File: src/rtl/irqc_pkg.sv
package irqc_pkg;

  localparam int BUS_W  = 64;
  localparam int LANE_W = 8;
  localparam int LANES  = BUS_W / LANE_W;

  // Spread one enable bit per byte lane over the full bus width.
  function automatic logic [BUS_W-1:0] lane_bits(input logic [LANES-1:0] be);
    logic [BUS_W-1:0] r;
    for (int b = 0; b < BUS_W; b++) begin
      r[b] = be[b / LANE_W];
    end
    return r;
  endfunction

endpackage

File: src/rtl/irqc_cfg_reg.sv
module irqc_cfg_reg
  import irqc_pkg::*;
#(
  parameter int NUM_LINES = 64,
  parameter bit RST_ONES  = 1'b0
) (
  input  logic                   clk,
  input  logic                   rst_n,
  input  logic                   we,
  input  logic [BUS_W-1:0]       wr_data,
  input  logic [LANES-1:0]       wr_be,
  output logic [NUM_LINES-1:0]   q,
  output logic [NUM_LINES-1:0]   q_nx
);

  logic [BUS_W-1:0]     lane_full;
  logic [NUM_LINES-1:0] lane_sel;
  logic [NUM_LINES-1:0] merged;

  always_comb begin
    lane_full = lane_bits(wr_be);
    lane_sel  = lane_full[NUM_LINES-1:0];
    merged    = (q & ~lane_sel) | (wr_data[NUM_LINES-1:0] & lane_sel);
    q_nx      = we ? merged : q;
  end

  always_ff @(posedge clk or negedge rst_n) begin
    if (!rst_n) begin
      q <= RST_ONES ? {NUM_LINES{1'b1}} : {NUM_LINES{1'b0}};
    end else if (we) begin
      q <= merged;
    end
  end


  no_lane_keep_chk: assert property (@(posedge clk) disable iff (!rst_n)
    (we && (wr_be == '0)) |=> $stable(q));


  idle_keep_chk: assert property (@(posedge clk) disable iff (!rst_n)
    !we |=> $stable(q));

endmodule

File: src/rtl/irqc_line.sv
module irqc_line (
  input  logic clk,
  input  logic rst_n,
  input  logic irq_raw,
  input  logic pol_cur,
  input  logic edge_cur,
  input  logic mask_cur,
  input  logic mask_nx,
  input  logic clr_bit,
  output logic req_q,
  output logic out_q
);

  logic act;
  logic prev_q;
  logic rise;
  logic clr_hit;
  logic req_nx;
  logic out_nx;

  // Next-state logic
  always_comb begin
    act     = irq_raw ^ pol_cur;
    rise    = act & ~prev_q;
    clr_hit = clr_bit & edge_cur;
    if (edge_cur) begin
      req_nx = (req_q & ~clr_hit) | rise;
    end else begin
      req_nx = act;
    end
    out_nx = req_nx & ~mask_nx;
  end

  // State registers
  always_ff @(posedge clk or negedge rst_n) begin
    if (!rst_n) begin
      prev_q <= 1'b0;
      req_q  <= 1'b0;
      out_q  <= 1'b0;
    end else begin
      prev_q <= act;
      req_q  <= req_nx;
      out_q  <= out_nx;
    end
  end


  masked_quiet_chk: assert property (@(posedge clk) disable iff (!rst_n)
    !(out_q && mask_cur));


  rise_latch_chk: assert property (@(posedge clk) disable iff (!rst_n)
    (edge_cur && act && !prev_q && !mask_nx) |=> out_q);


  edge_hold_chk: assert property (@(posedge clk) disable iff (!rst_n)
    (edge_cur && req_q && !clr_bit) |=> req_q);


  level_follow_chk: assert property (@(posedge clk) disable iff (!rst_n)
    !edge_cur |=> (req_q == $past(act)));

endmodule

File: src/rtl/irq_req_ctrl.sv
module irq_req_ctrl
  import irqc_pkg::*;
#(
  parameter int NUM_LINES = 64
) (
  input  logic                 clk,
  input  logic                 rst_n,
  input  logic [NUM_LINES-1:0] irq_in,
  input  logic                 mask_we,
  input  logic                 edge_we,
  input  logic                 pol_we,
  input  logic                 clr_we,
  input  logic [BUS_W-1:0]     wr_data,
  input  logic [LANES-1:0]     wr_be,
  output logic [NUM_LINES-1:0] irq_out,
  output logic [NUM_LINES-1:0] status,
  output logic [NUM_LINES-1:0] mask_q,
  output logic [NUM_LINES-1:0] edge_q,
  output logic [NUM_LINES-1:0] pol_q
);

  // line count must lie in 1..64
  generate
    if (NUM_LINES < 1 || NUM_LINES > BUS_W) begin : g_bad_cfg
      $error("irq_req_ctrl: NUM_LINES out of range");
    end
  endgenerate

  logic [NUM_LINES-1:0] mask_nx;
  logic [NUM_LINES-1:0] edge_nx;
  logic [NUM_LINES-1:0] pol_nx;
  logic [NUM_LINES-1:0] clr_vec;
  logic [NUM_LINES-1:0] req_vec;
  logic [BUS_W-1:0]     clr_lanes;

  // mask resets to all ones, the others to zero
  irqc_cfg_reg #(.NUM_LINES(NUM_LINES), .RST_ONES(1'b1)) u_mask (
    .clk(clk), .rst_n(rst_n), .we(mask_we), .wr_data(wr_data),
    .wr_be(wr_be), .q(mask_q), .q_nx(mask_nx));

  irqc_cfg_reg #(.NUM_LINES(NUM_LINES), .RST_ONES(1'b0)) u_edge (
    .clk(clk), .rst_n(rst_n), .we(edge_we), .wr_data(wr_data),
    .wr_be(wr_be), .q(edge_q), .q_nx(edge_nx));

  irqc_cfg_reg #(.NUM_LINES(NUM_LINES), .RST_ONES(1'b0)) u_pol (
    .clk(clk), .rst_n(rst_n), .we(pol_we), .wr_data(wr_data),
    .wr_be(wr_be), .q(pol_q), .q_nx(pol_nx));

  // Clear vector: enabled lanes only, implemented lines only
  always_comb begin
    clr_lanes = wr_data & lane_bits(wr_be);
    clr_vec   = clr_we ? clr_lanes[NUM_LINES-1:0] : {NUM_LINES{1'b0}};
  end

  generate
    for (genvar i = 0; i < NUM_LINES; i++) begin : g_line
      irqc_line u_line (
        .clk      (clk),
        .rst_n    (rst_n),
        .irq_raw  (irq_in[i]),
        .pol_cur  (pol_q[i]),
        .edge_cur (edge_q[i]),
        .mask_cur (mask_q[i]),
        .mask_nx  (mask_nx[i]),
        .clr_bit  (clr_vec[i]),
        .req_q    (req_vec[i]),
        .out_q    (irq_out[i]));
    end
  endgenerate


  assign status = req_vec & ~mask_q;

  // configuration next-state agrees with the register one edge later
  edge_nx_chk: assert property (@(posedge clk) disable iff (!rst_n)
    1'b1 |=> (edge_q == $past(edge_nx)));


  pol_nx_chk: assert property (@(posedge clk) disable iff (!rst_n)
    1'b1 |=> (pol_q == $past(pol_nx)));

endmodule

File: config.mk
export PLATFORM = sky130hd
export DESIGN_NAME = irq_req_ctrl
export DESIGN_NICKNAME = d
export VERILOG_FILES = /design/src/rtl/irqc_pkg.sv /design/src/rtl/irqc_cfg_reg.sv /design/src/rtl/irqc_line.sv /design/src/rtl/irq_req_ctrl.sv
export SDC_FILE = /design/constraint.sdc
export NUM_CORES = 1
export LEC_CHECK = 0
export BUFFER_PORTS_ARGS = -buffer_cell sky130_fd_sc_hd__buf_2
export CORE_MARGIN = 3
export CORE_UTILIZATION = 45
export CTS_CLUSTER_DIAMETER = 30
export DETAILED_ROUTE_END_ITERATION = 8
export GPL_ROUTABILITY_DRIVEN = 1
export PLACE_DENSITY = 0.71
export REMOVE_ABC_BUFFERS = 1
export SETUP_SLACK_MARGIN = 0.1
export SKIP_CTS_REPAIR_TIMING = 1
export SLEW_MARGIN = 20
export SYNTH_ARGS = -nofsm -noshare
export SYNTH_HDL_FRONTEND = slang
export SYNTH_SLANG_ARGS = --single-unit
File: constraint.sdc
create_clock -name clk -period 1.2 [get_ports clk]
set_input_delay 0.18 -clock clk [delete_from_list [all_inputs] [get_ports clk]]
set_output_delay 0.18 -clock clk [all_outputs]
set_load 0.005 [all_outputs]
==> reports/metrics.csv <==
metric,value,unit
cts_buffer_depth,3,
grt_overflow,0,
grt_pass1_wl,68900,µm
crit_fanout,3,
yosys-top-cells-area,"dfrtp_1, mux2_2, buf_4",
antenna_found_initial,0,
dp_hpwl,31800,µm
pin_count,462,
cp_num_buf_inv,1,
p_leak,11.8,nW
dieArea,40500,µm²
hp-class,in -> async,
worstPathCellList,"nor2b_1, buf_2",
synth-edff-count,0,
yosysSeqAreaShare,56.5,%
finalMaxSlewViolations,0,
final_cells,2397,
vdd_drop_max,0.00173,V
path_delay_family,flip-flops,
cts.sinks,384,
rsz0062_at_grt,true,
grt_max_degree,61,
setup_slack,-354,ps
area_growth,43.8,%
initial_utilization,46.2,%
ctsRootBufferMaster,clkbuf_16,
grtUsageTotal,21.6,%
wl_per_cell,21.8,µm
period_minus_slack,1550,ps
detail-route-antenna-nets,0,
crit_arrival,1370,ps
timing.fmax,644,MHz
detail_route.first_pass.iterations,5,
combPwrFrac,19.5,%
slowest_stage,dfstp_2,
cts_buffers,87,
critPathKind,reg -> out,
avgSynthCellArea,13.6,µm²
place_ws,-297,ps
drv_cap,0,
rows,70,
slew_headroom,64.3,%
synth_common_cells,"dfrtp_1, buf_4, mux2_2",
syn_inst,1258,
finalHoldViolCount,0,
tightest_slew,536,ps
crit_required,1020,ps
dieWidth,201,µm
rr_worst_depth,4,
period_share,129,%
drtIter0Drc,491,
crit_cells,2,
coreArea,37100,µm²
sequentialPowerShare,33.0,%
drc,0,
setup_viol,321,
viasPerCell,5.02,
chipHeight,201,µm
cts_max_level,3,
synth_top_area_share,46.7,%
outcome,finished with violations,
internal_power,0.0393,W
synth_most_common_cell,dfrtp_1,
clk_pin_slew,50,ps
ys.flop_type,dfrtp_1,
p_switching,0.0137,W
worstSetupEndpointType,output pin,
cpPeakStageDelay,570,ps
p_clk_share,47.4,%
violations,negative setup slack,
synth.distinct_cells,15,
swShare,25.8,%
synth_area,17200,µm²
synth_top_area_cell,dfrtp_1,
yosysWarnings,0,
skew,21.5,ps
async_reset_ff_share,100,%
port_buffers,461,
clk_latency,590,ps
fin_util,66.5,%
routed_wl,52300,µm
diodes,0,
crit_path_start_kind,flip-flop,
dr_total_vias,12030,
p_per_area,2150,nW/µm²
ys_ff_latch,384,
cts_tree,yes,
drive_above_1_share,64.2,%
final_nets,1964,
gp_congestion,0.865,
placed_cells,1996,
grt_pass1_vias,11814,
[power by group through the flow]
stage	registers [W]	clock network [W]	logic, W
after floorplan	0.0173	0	0.00401
after global placement	0.0175	0	0.00792
after detailed placement	0.0175	0	0.00813
after CTS	0.0174	0.0254	0.00821
after global routing	0.0177	0.0262	0.0110
final	0.0175	0.0251	0.0104
[worst paths after layout]
kind / endpoint / slack, ps / start
min reg2reg: g_line[34].u_line.prev_q$_DFF_PN0_ / 500 / flip-flop
max: status[8] / -350 / u_mask.q[8]$_DFF_PN1_
max in group asynchronous: u_mask.q[21]$_DFF_PN1_ / 430 / rst_n
min in group clk: g_line[54].u_line.req_q$_DFF_PN0_ / 70 / wr_be[6]
min: asynchronous set/reset pin / 60 / rst_n
max reg2reg: g_line[59].u_line.out_q$_DFF_PN0_ / 0 / flip-flop
[kinds of logic after synthesis]
logic type / Yosys count / synth area share [%]
xor gates and xnor gates: 64 / 3.27
AOI/OAI and AO/OA: 64 / 4.02
muxes: 192 / 12.6
DFF: 384 / 56.5
buffers and inverters: 274 / 12.2
and+or+nand+nor: 280 / 11.4
[metrics by stage]
step	cell area, µm²	power, W	hold WS [ps]	TNS, ps
floorplan	15100	0.0213	-116	0
global placement	18600	0.0254	72.7	-39580
detailed placement	18600	0.0256	74.8	-40890
CTS	21800	0.0510	-561	-61460
global route	24700	0.0550	58.9	-64480
finish	24700	0.0530	63.4	-49590
[cells in the final DEF, fill, tap and decap left out, types with 22 or more instances in the layout]
cell	Yosys	routed
buf_6	2	66
mux2_2	192	192
dfstp_2	64	64
xor2_1	64	33
nor2b_4	60	61
a32o_2	40	54
nor2b_1	68	41
nand2_1	64	64
nand2_2	24	24
clkbuf_16	0	89
nand3_1	64	64
xor2_2	0	26
nor2b_2	0	26
buf_4	262	127
buf_2	4	404
buf_12	0	22
dlygate4sd3_1	0	129
dfrtp_1	320	320
[metal layers]
layer  vias to the layer above  share of wire, %  wire, µm  track usage [%]
met5                         -                 0         0                0
li1                       5194                 -         -                -
met2                       513                52     27400             36.7
met4                         0               3.7      1940             9.10
met1                      6194                37     19500             25.3
met3                       129               6.5      3410             6.71
[final cells by class]
type                    instances  area, µm²
clock buffers                 119       2470
clock inverters                41        672
fillers                      2431      12500
multi-input cells             600       5750
flip-flops and latches        384       9690
well taps                     504        631
repair buffers                749       5470
(Power assumes the default switching activity.)
